[config.mk]
export PLATFORM = sky130hd
export DESIGN_NAME = flash_sched
export DESIGN_NICKNAME = d
export VERILOG_FILES = /design/src/rtl/flash_sched.sv
export SDC_FILE = /design/constraint.sdc
export NUM_CORES = 1
export LEC_CHECK = 0
export BUFFER_PORTS_ARGS = -buffer_cell sky130_fd_sc_hd__buf_4
export CAP_MARGIN = 20
export CORE_MARGIN = 2
export CORE_UTILIZATION = 40
export DETAILED_ROUTE_END_ITERATION = 10
export MAX_ROUTING_LAYER = met4
export PLACE_DENSITY = 0.66
export SLEW_MARGIN = 15
export SYNTH_ARGS = -nofsm -noshare
export SYNTH_HDL_FRONTEND = slang
export SYNTH_SLANG_ARGS = --single-unit
export TNS_END_PERCENT = 10
[constraint.sdc]
create_clock -name clk -period 18.89 [get_ports clk]
set_input_delay 3.778 -clock clk [delete_from_list [all_inputs] [get_ports clk]]
set_output_delay 3.778 -clock clk [all_outputs]
set_load 0.01 [all_outputs]
[src/rtl/flash_sched.sv]
module flash_sched #(
  parameter int NDIE    = 4,
  parameter int NPLANE  = 4,
  parameter int TAGW    = 8,
  parameter int T_READ  = 25,
  parameter int T_XFER  = 100,
  parameter int T_PROG  = 200,
  parameter int T_ERASE = 1500,
  parameter int T_COPY  = 225,
  localparam int DW    = $clog2(NDIE),
  localparam int PW    = $clog2(NPLANE),
  localparam int NPAIR = NPLANE / 2,
  localparam int NSLOT = NDIE * NPAIR
) (
  input  logic             clk,
  input  logic             rst_n,
  input  logic             cmd_valid,
  output logic             cmd_ready,
  input  logic [DW-1:0]    cmd_die,
  input  logic [PW-1:0]    cmd_plane,
  input  logic [1:0]       cmd_op,
  input  logic [TAGW-1:0]  cmd_tag,
  output logic [NSLOT-1:0] arr_go,
  output logic             bus_gnt,
  output logic [DW-1:0]    bus_gnt_die,
  output logic             bus_gnt_wr,
  output logic             bus_busy,
  output logic             comp_valid,
  output logic [DW-1:0]    comp_die,
  output logic [1:0]       comp_op,
  output logic [TAGW-1:0]  comp_tag
);
  localparam int SW   = $clog2(NSLOT);
  localparam int PRW  = $clog2(NPAIR);
  localparam int AW   = SW + 1;
  localparam int TM1  = (T_READ > T_XFER) ? T_READ : T_XFER;
  localparam int TM2  = (T_PROG > T_ERASE) ? T_PROG : T_ERASE;
  localparam int TM3  = (TM1 > TM2) ? TM1 : TM2;
  localparam int TMAX = (TM3 > T_COPY) ? TM3 : T_COPY;
  localparam int CW   = $clog2(TMAX);

  localparam logic [1:0] OP_RD = 2'd0, OP_PG = 2'd1, OP_ER = 2'd2, OP_CB = 2'd3;
  localparam logic [2:0] S_IDLE = 3'd0, S_ARR = 3'd1, S_WAIT = 3'd2, S_XFER = 3'd3, S_DONE = 3'd4;

  logic [2:0]      st  [NSLOT];
  logic [CW-1:0]   cnt [NSLOT];
  logic [1:0]      op  [NSLOT];
  logic [TAGW-1:0] tag [NSLOT];
  logic [AW-1:0]   age [NSLOT];
  logic [SW-1:0]   rr_ptr;

  logic [NSLOT-1:0] xfer_vec, wait_vec, idle_vec;
  logic [SW-1:0]    tgt, gnt_slot, comp_slot;
  logic             gnt_any, comp_any, acc;
  logic [AW-1:0]    best_age;

  assign tgt       = SW'(int'(cmd_die) * NPAIR + int'(cmd_plane >> 1));
  assign cmd_ready = idle_vec[tgt];
  assign acc       = cmd_valid & cmd_ready;

  always_comb begin
    for (int s = 0; s < NSLOT; s++) begin
      xfer_vec[s] = (st[s] == S_XFER);
      wait_vec[s] = (st[s] == S_WAIT);
      idle_vec[s] = (st[s] == S_IDLE);
    end
  end

  assign bus_busy = |xfer_vec;

  always_comb begin
    gnt_any  = 1'b0;
    gnt_slot = '0;
    for (int k = 0; k < NSLOT; k++) begin
      if (!gnt_any && wait_vec[rr_ptr + SW'(k)]) begin
        gnt_any  = 1'b1;
        gnt_slot = rr_ptr + SW'(k);
      end
    end
  end

  assign bus_gnt     = gnt_any & ~bus_busy;
  assign bus_gnt_die = gnt_slot[SW-1:PRW];
  assign bus_gnt_wr  = bus_gnt & (op[gnt_slot] == OP_PG);

  always_comb begin
    comp_any  = 1'b0;
    comp_slot = '0;
    best_age  = '0;
    for (int s = 0; s < NSLOT; s++) begin
      if (st[s] == S_DONE && (!comp_any || age[s] > best_age)) begin
        comp_any  = 1'b1;
        comp_slot = SW'(s);
        best_age  = age[s];
      end
    end
  end

  assign comp_valid = comp_any;
  assign comp_die   = comp_slot[SW-1:PRW];
  assign comp_op    = op[comp_slot];
  assign comp_tag   = tag[comp_slot];

  always_ff @(posedge clk or negedge rst_n) begin
    if (!rst_n) begin
      rr_ptr <= '0;
      arr_go <= '0;
      for (int s = 0; s < NSLOT; s++) begin
        st[s]  <= S_IDLE;
        cnt[s] <= '0;
        op[s]  <= OP_RD;
        tag[s] <= '0;
        age[s] <= '0;
      end
    end else begin
      if (bus_gnt) rr_ptr <= gnt_slot + SW'(1);
      for (int s = 0; s < NSLOT; s++) begin
        arr_go[s] <= 1'b0;
        case (st[s])
          S_IDLE: if (acc && tgt == SW'(s)) begin
            op[s]  <= cmd_op;
            tag[s] <= cmd_tag;
            age[s] <= '0;
            case (cmd_op)
              OP_RD: begin st[s] <= S_ARR; cnt[s] <= CW'(T_READ - 1);  arr_go[s] <= 1'b1; end
              OP_PG: st[s] <= S_WAIT;
              OP_ER: begin st[s] <= S_ARR; cnt[s] <= CW'(T_ERASE - 1); arr_go[s] <= 1'b1; end
              default: begin st[s] <= S_ARR; cnt[s] <= CW'(T_COPY - 1); arr_go[s] <= 1'b1; end
            endcase
          end
          S_ARR: begin
            if (cnt[s] == '0) st[s] <= (op[s] == OP_RD) ? S_WAIT : S_DONE;
            else cnt[s] <= cnt[s] - CW'(1);
          end
          S_WAIT: if (bus_gnt && gnt_slot == SW'(s)) begin
            st[s]  <= S_XFER;
            cnt[s] <= CW'(T_XFER - 1);
          end
          S_XFER: begin
            if (cnt[s] != '0) cnt[s] <= cnt[s] - CW'(1);
            else if (op[s] == OP_RD) st[s] <= S_DONE;
            else begin
              st[s]     <= S_ARR;
              cnt[s]    <= CW'(T_PROG - 1);
              arr_go[s] <= 1'b1;
            end
          end
          S_DONE: begin
            if (comp_slot == SW'(s)) st[s] <= S_IDLE;
            else age[s] <= age[s] + AW'(1);
          end
          default: st[s] <= S_IDLE;
        endcase
      end
    end
  end
endmodule

# After elaboration in Yosys (flattened, before gate mapping)
# Cells that the tools add are included.
[word_totals]
reg_bits = 235
latchBits = 0
mem_bits_rw = 0
mem_bits_ro = 0
inputBits = 17
output_inout_bits = 27
elab_cells = 591
n_memories = 0
[classes]
add_sub_neg = 25
mul = 0
div = 0
order_cmp = 18
n_eq_ne = 128
shifts = 0
muxes = 236
bitwise_logic = 6
n_reduce_logical = 136
[op_table]
columns = ["op", "n"]
rows = [
  ["two-way mux 11 bit", 40],
  ["one-hot mux 11 bit (4 select lines)", 8],
  ["two-way mux 3 bit", 70],
  ["one-hot mux 3 bit (5 select lines)", 8],
  ["two-way mux 4 bit", 23],
  ["zero test 11 bit", 8],
  ["nonzero test 11 bit", 8],
  ["subtractor 11 x 1 -> 11 bit, second input constant", 8],
  ["inequality test 2 bit, second input constant", 40],
  ["equality test 3 x 2 -> 1 bit, second input constant", 22],
  ["one-hot mux 4 bit (2 select lines)", 8],
  ["equality test 3 bit, second input constant", 20],
  ["two-way mux 1 bit", 51],
  ["inequality test 2 x 1 -> 1 bit, second input constant", 24],
  ["AND reduction 6 bit", 8],
  ["AND reduction 5 bit", 8],
  ["less-than comparator 3 x 4 -> 1 bit, second input constant", 9],
  ["equality test 3 x 1 -> 1 bit, second input constant", 11],
  ["zero test 3 bit", 11],
  ["one-hot mux 11 bit (3 select lines)", 1],
  ["adder 4 x 1 -> 4 bit, second input constant", 8],
  ["nonzero test 4 bit", 8],
  ["logical AND 1 bit", 30],
  ["> comparator 4 bit", 7],
  ["other kinds (24)", 110],
]

# Depth between registers and ports, before layout
# Gate-level depths: netlist (run 1).
[logic_depth]
depth_word = 34
mapped_depth = 66
mapped_depth_nobuf = 62

# Worst setup path after synthesis (run 1)
# OpenSTA, ideal clock, no wires.
[synth_path]
kind = "register to output"
startpoint = "reg st[22] (netlist name)"
endpoint = "out comp_tag[0]"
arrival_ps = 11709
required_time_ps = 15112
path_slack_ps = 3403
path_stages_with_launch = 65
n_path_buf = 4
cell_sequence = "dfrtp_1 > clkbuf_1 > nor2_1 > and3_1 > inv_1 > ha_1 > nor2b_1 > o21a_1 > o21a_1 > o21ai_0 > a21oi_1 > mux2_2 > inv_1 > ha_1 > nor2b_1 > o21a_1 > o21a_1 > o21ai_0 > [29 not listed] > o21ai_0 > nand2b_1 > a21oi_1 > o22ai_1 > nand2_1 > o21a_1 > ha_1 > nor2b_1 > o21a_1 > o21a_1 > o21ai_0 > a21oi_1 > nor2_1 > o211a_1 > buf_2 > a22oi_1 > a22o_1 > a211oi_1"
[synth_via]
elab_chain_cells = 34
elab_cells_between_ends = 54
classes_between = "7 x order compare; 1 x eq/ne; 24 x mux; 1 x bitwise; 21 x reduce/logical"
[synth_rtl]
columns = ["element", "line", "source"]
rows = [
  ["start, declared", "45", "logic [2:0] st [NSLOT];"],
  ["start signal, assigned by index", "132", "if (cnt[s] == '0) st[s] <= (op[s] == OP_RD) ? S_WAIT : S_DONE;"],
  ["equality test 3 bit *", "91", "if (st[s] == S_DONE && (!comp_any || age[s] > best_age)) begin"],
  ["two-way mux 4 bit or two-way mux 1 bit (tied branches)", "91", ""],
  ["> comparator 4 bit or zero test 1 bit (tied branches)", "91", ""],
  ["logical OR 1 bit", "91", ""],
  ["logical AND 1 bit", "91", ""],
  ["two-way mux 4 bit or two-way mux 1 bit (tied branches)", "91", ""],
  ["> comparator 4 bit or zero test 1 bit (tied branches)", "91", ""],
  ["logical OR 1 bit", "91", ""],
  ["[17 not listed]", "-", ""],
  ["two-way mux 4 bit or two-way mux 1 bit (tied branches)", "91", ""],
  ["> comparator 4 bit or zero test 1 bit (tied branches)", "91", ""],
  ["logical OR 1 bit", "91", ""],
  ["logical AND 1 bit", "91", ""],
  ["two-way mux 3 bit *", "91", ""],
  ["inverter 3 -> 4 bit (implied by the code) *", "102", "assign comp_tag = tag[comp_slot];"],
  ["binary-select mux 8 bit (select 3 bit) *", "102", ""],
  ["two-way mux 8 bit (implied by the code) * (2 in series)", "102", ""],
  ["end, declared", "31", "output logic [TAGW-1:0] comp_tag"],
]
# Mark *: on every way between the ends. The rest lies on a longest branch, timed or not. The select of a mux whose other input is x is not followed.

# Worst setup path after layout (run 1)
[layout_path]
startpoint = "reg st[21] (netlist name)"
endpoint = "out comp_tag[3]"
# The elaborated chain is that of the path after synthesis.

==> impl_results.md, run 1 <==
* Critical Path Slowest Stage Cell: dfrtp_1
* Crit path DAT at 14,030 ps
* Max Fclk at 56.2 MHz
* GR peak layer: met2
* DRC viols at 0
* Max-cap viol count at 0
* Grt met3 use at 2.44%
* Crit path from: st[21]$_DFFE_PN0P_
* Final Critical Period at 17,810 ps
* Avg Cell Area, Syn at 8.82 um2
* Mapped Nets at 1,813
* Gr ovfl total at 0
* Final Cycle Share at 94.3%
* Cts bufs inserted at 28
* Hold Fails Final Rpt at 0
* Post-Route WL at 41,700 um
* Post-synth cell types at 87
* CP Class: reg -> out
* Core area at 37,800 um2
* Clock latency at the later pin of the worst-skew pair at 560 ps
* Crit. End Element: output port
* Routed Antenna Nets at 0
* First-pass GRT wire length at 67,900 um
* Outcome: completed
* Ys Warns at 0
* Synth top area share at 38.2%
* Post-DP Area at 16,100 um2
* Final Max Slew Viols at 0
* Crit-path max FO at 17
* Vias per inst at 5.90
* Die height at 200 um
* Worst min-delay path class: reg -> reg
* Pleak at 7.38 nW
* Drt first pass iters at 5
* Hold Startpoint: tag[48]$_DFFE_PN0P_
* RSZ-0062 raised after global routing: no
* Post-route cell area at 17,100 um2
* Flop-to-flop setup slack at 5590 ps
* CTS max path bufs at 3
* Largest area contributor in the synthesized netlist: dfrtp_1
* Fin nets at 1,815
* Layout Area Growth over Synthesis at 11.0%
* Setup TNS at 0 ps
* Ports at 44
* CTS tree: built
* CTS H-tree depth at 1
* Clock Skew at 24.7 ps
* Slowest cell delay on critical path at 560 ps
* Detailed placement HPWL at 28,900 um
* Power Dens Cells at 190 nW/um2
* Antenna diodes at 0
* Main synth FF type: dfrtp_1
* Vias in the first global route at 12,836
* Die area at 40,000 um2
* Final Setup Violations at 0
* FP Rows at 71
* GR Util met2 at 33.7%
* Peak supply drop at 0.0913 mV
* Clock root cell: clkbuf_16
* Most frequent cells in the layout: dfrtp_1 (235), nand2_1 (177), nor2_1 (149)
* Worst EP required at 15,110 ps
* Buffers on Ports at 42
* Die width at 200 um
* Area contributors post-synth: dfrtp_1 (38%), mux2_2 (5.0%), nand2_1 (4.3%), ha_1 (4.3%), o21ai_0 (4.3%)
* GRT Total Usage at 21.7%
* Cells after Synth at 1,743
* Reg clk slew, reported paths at 60 ps
* WL per Instance at 18.3 um
* Commonest non-fill, non-tap cell in the layout: dfrtp_1
* Post-synth ARST share at 100%
* Layout cells sized above 1 at 13.9%
* Post-Syn Area at 15,400 um2
* Initial antenna violation count at 0
* Met1 Track Usage GR at 29.7%
* Register bit total from synthesis at 235
* Slew headroom at 30.7%
* Post-synthesis sequential area ratio at 38.2%
* Largest net degree at the start of global routing at 98
* R2r startpoint: st[21]$_DFFE_PN0P_
* Setup Buffers After CTS at 0
* Initial Util at 40.7%
* Cell mode on critical path: o21ai_0
* Vias at 13,431
* Least-Margin Pin Slew at 1040 ps
* Post-synth EDFFs at 0
* Startpoint Class: register
* Gp weighted congestion at 0.921
* CTS sink cnt at 235
* 1st-iter DRT viols at 1,056
-- synthesized netlist by cell type (12+ instances only) --
cell and count:
o31ai_1 19, nand2b_1 43, nand4_1 18, nor2b_1 21
a31oi_1 22, and3b_1 14, nand2_1 177, inv_1 75
mux2i_1 26, a211oi_1 27, a22o_1 24, o21a_1 17
nor4_1 22, dfrtp_1 235, a22oi_1 19, ha_1 53
or3_1 27, nand3_1 48, mux2_2 68, xor2_1 14
nor2_1 149, o21ai_0 131, a21oi_1 120, buf_2 25
mux4_2 12, clkbuf_1 49, o22ai_1 19, and2_1 14
nor3_1 53
-- sequential cells by signal (all words and copies together) (netlist names) --
register,flops
st,24
op,16
rr_ptr,3
cnt,88
tag,64
arr_go,8
age,32
-- metrics by stage --
step | total power, mW | utilization, % | instances | hold WS [ps] | setup slack (ps)
6_report | 3.24 | 45.2 | 2276 | 465 | 1080
5_1_grt | 3.51 | 45.2 | 2276 | 507 | 13.4
4_1_cts | 3.23 | 45.2 | 2276 | 469 | 602
3_5_place_dp | 2.66 | 42.7 | 2226 | 455 | 1210
3_3_place_gp | 2.61 | 42.7 | 2226 | 455 | 1470
2_1_floorplan | 2.21 | - | 1743 | 438 | 3400
-- final timing paths --
check	endpoint	depth (start not counted)
setup / recovery	comp_tag[3]	61
hold / removal	tag[48]$_DFFE_PN0P_	2
setup reg to reg	age[19]$_DFFE_PN0P_	60
hold reg to reg	tag[48]$_DFFE_PN0P_	2
max in group asynchronous	cnt[48]$_DFFE_PN0P_	2
min in group asynchronous	tag[12]$_DFFE_PN0P_	1
-- per-layer routing --
metal | wire length, um | vias to the layer above
li1 | - | 6393
met1 | 19000 | 6585
met2 | 19200 | 382
met3 | 2340 | 71
met4 | 1200 | 0
met5 | 0 | -
-- power by group --
group	switching [mW]	internal, mW
Clock	0.217	0.337
Sequential	0.240	0.716
Combinational	1.00	0.730
Total	1.46	1.78
-- cell type report --
class / count / area [um2]
clock buffer: 41 / 851
clock inverter: 9 / 98.8
fill: 3632 / 20700
inverter: 81 / 307
multi-input combinational: 1339 / 8840
sequential: 235 / 5880
tap: 511 / 639
timing repair buffer: 60 / 458
-- cell families after synthesis --
logic type                 count (synthesis)  share of synthesized area [%]
buffers and inverters                    169                           4.57
adders and majority gates                 53                           4.31
xor gates and xnor gates                  25                           1.42
muxes                                    106                           8.43
and+or+nand+nor                          641                           21.1
DFF                                      235                           38.2
AOI/OAI and AO/OA                        514                           21.9
-- critical path: cells and delay by family (launching register included) --
family          cells  cell delay [ps]
compound gates     31             6700
buf+inv             6              940
mux                 3             1110
flops               1              560
simple gates       14             2170
fa+ha+maj           7             1990
-- timing repair --
| item | 4_1_cts | 5_1_grt |
|---|---|---|
| gates resized for setup | 0 | 4 |
| setup endpoints to repair | 0 | 10 |
| hold buffers | 0 | 0 |
(Power assumes the default switching activity.)
==> run 2: changes to the inputs <==
--- a/config.mk
+++ b/config.mk
@@ -7,6 +7,7 @@
 export LEC_CHECK = 0
 export BUFFER_PORTS_ARGS = -buffer_cell sky130_fd_sc_hd__buf_4
 export CAP_MARGIN = 20
+export CORE_ASPECT_RATIO = 0.75
 export CORE_MARGIN = 2
 export CORE_UTILIZATION = 40
 export DETAILED_ROUTE_END_ITERATION = 10
==> run 2 against run 1 <==
Effect of this change:
- final cell count is the same
- clock power shrank 3%
- total power grew 0.26%
- non-clock buffer count grew 3
- critical path type unchanged
- critical endpoint is now comp_op[1]
- largest cell class unchanged
- largest power group unchanged
==> impl_results.md, run 2 (synthesis results as in run 1) <==
* Outcome: completed
* Detailed placement HPWL at 30,100 um
* Worst EP required at 15,110 ps
* Critical Path Slowest Stage Cell: a41o_1
* Layout Area Growth over Synthesis at 11.0%
* Most frequent cells in the layout: dfrtp_1 (235), nand2_1 (177), nor2_1 (148)
* Layout cells sized above 1 at 14.1%
* Cts repair resizes at 0
* Power Dens Cells at 191 nW/um2
* CTS tree: built
* Crit-path max FO at 19
* Initial antenna violation count at 0
* Antenna diodes at 0
* Crit path DAT at 13,970 ps
* Ports at 44
* CP Class: reg -> out
* Cts bufs inserted at 26
* Cell mode on critical path: o21ai_0
* Largest net degree at the start of global routing at 112
* Vias at 13,629
* Final Setup Violations at 0
* Max Fclk at 56.4 MHz
* Top flop regs: cnt x88, tag x64, age x32
* Largest register FFs at 88
* Worst min-delay path class: reg -> reg
* Startpoint Class: register
* Final Max Slew Viols at 0
* Setup TNS at 0 ps
* Gp weighted congestion at 0.921
* Hold Fails Final Rpt at 0
* Final Critical Period at 17,740 ps
* Fin nets at 1,816
* Setup Buffers After CTS at 0
* GRT Total Usage at 22.1%
* Slew headroom at 32.0%
* Peak supply drop at 0.111 mV
* 1st-iter DRT viols at 1,377
* First-pass GRT wire length at 70,300 um
* Pleak at 7.35 nW
* Vias in the first global route at 12,839
* Top reg by flops: cnt
* Gr ovfl total at 0
* FP Rows at 62
* Design Power at 3.25 mW
* Final Cycle Share at 93.9%
* RSZ-0062 raised after global routing: no
* Slowest cell delay on critical path at 740 ps
* CTS H-tree depth at 1
* Die width at 230 um
* Max-cap viol count at 0
* Buffers on Ports at 42
* Vias per inst at 5.99
* DRC viols at 0
* Commonest non-fill, non-tap cell in the layout: dfrtp_1
* Final setup margin at 1150 ps
* Core area at 38,100 um2
* Initial Util at 40.4%
* Hold-fix buffers, CTS at 0
* DP Worst Slack at 1130 ps
* Clock latency at the later pin of the worst-skew pair at 560 ps
* Post-Route WL at 43,200 um
* Clock root cell: clkbuf_16
* WL per Instance at 19.0 um
* Die height at 174 um
* Crit. End Element: output port
* CTS max path bufs at 3
* Routed Antenna Nets at 0
* Reg clk slew, reported paths at 60 ps
* CTS sink cnt at 235
* Die area at 40,000 um2
* Clock Skew at 23.0 ps
* Least-Margin Pin Slew at 1010 ps
* Filler cell count at 3,614
* Drt first pass iters at 6
-- run 2: final timing paths --
kind	start	end	slack, ps	cells after the start
min in group asynchronous	rst_n	cnt[12]$_DFFE_PN0P_	3260	1
max in group asynchronous	rst_n	tag[16]$_DFFE_PN0P_	14150	2
min	tag[49]$_DFFE_PN0P_	tag[49]$_DFFE_PN0P_	470	2
max	st[21]$_DFFE_PN0P_	comp_op[1]	1150	62
min reg2reg	tag[49]$_DFFE_PN0P_	tag[49]$_DFFE_PN0P_	470	2
max reg2reg	st[21]$_DFFE_PN0P_	age[19]$_DFFE_PN0P_	5680	61
-- run 2: metrics by stage --
step | std cells | hold WS (ps) | util [%] | cell area, um2
after global routing | 2276 | 486 | 44.8 | 17100
after global placement | 2228 | 457 | 42.3 | 16100
after detailed placement | 2229 | 459 | 42.3 | 16100
after floorplan | 1743 | 438 | - | 15400
final | 2276 | 472 | 44.8 | 17100
after CTS | 2275 | 475 | 44.7 | 17000
-- run 2: critical path: cells and delay by family, from the launching register on --
family          cells  cell delay (ps)
flops               1              370
mux                 4             1380
fa+ha+maj           7             1850
buf+inv             6              810
simple gates       14             1940
compound gates     31             7040
-- run 2: metal layers --
metal | track usage [%] | routed length, um | vias to the layer above
li1 | - | - | 6406
met1 | 31.8 | 20400 | 6692
met2 | 31.8 | 18700 | 466
met3 | 4.36 | 2980 | 65
met4 | 5.35 | 1080 | 0
met5 | - | 0 | -
-- run 2: report_power, final --
| group | leakage, nW | internal (mW) | total (mW) | switching [mW] |
|---|---|---|---|---|
| sequential | 2.93 | 0.715 | 0.965 | 0.249 |
| combinational | 3.99 | 0.735 | 1.75 | 1.01 |
| clock | 0.430 | 0.320 | 0.540 | 0.219 |
| total | 7.35 | 1.77 | 3.25 | 1.48 |
-- run 2: layout make-up --
type / instances / area, um2 / area share [%]
Multi-Input combinational cell: 1339 / 8840 / 51.8
Sequential cell: 235 / 5880 / 34.5
Clock buffer: 34 / 752 / 4.41
Tap cell: 512 / 641 / 3.76
Timing Repair Buffer: 63 / 488 / 2.86
Inverter: 81 / 307 / 1.80
Clock inverter: 12 / 151 / 0.887
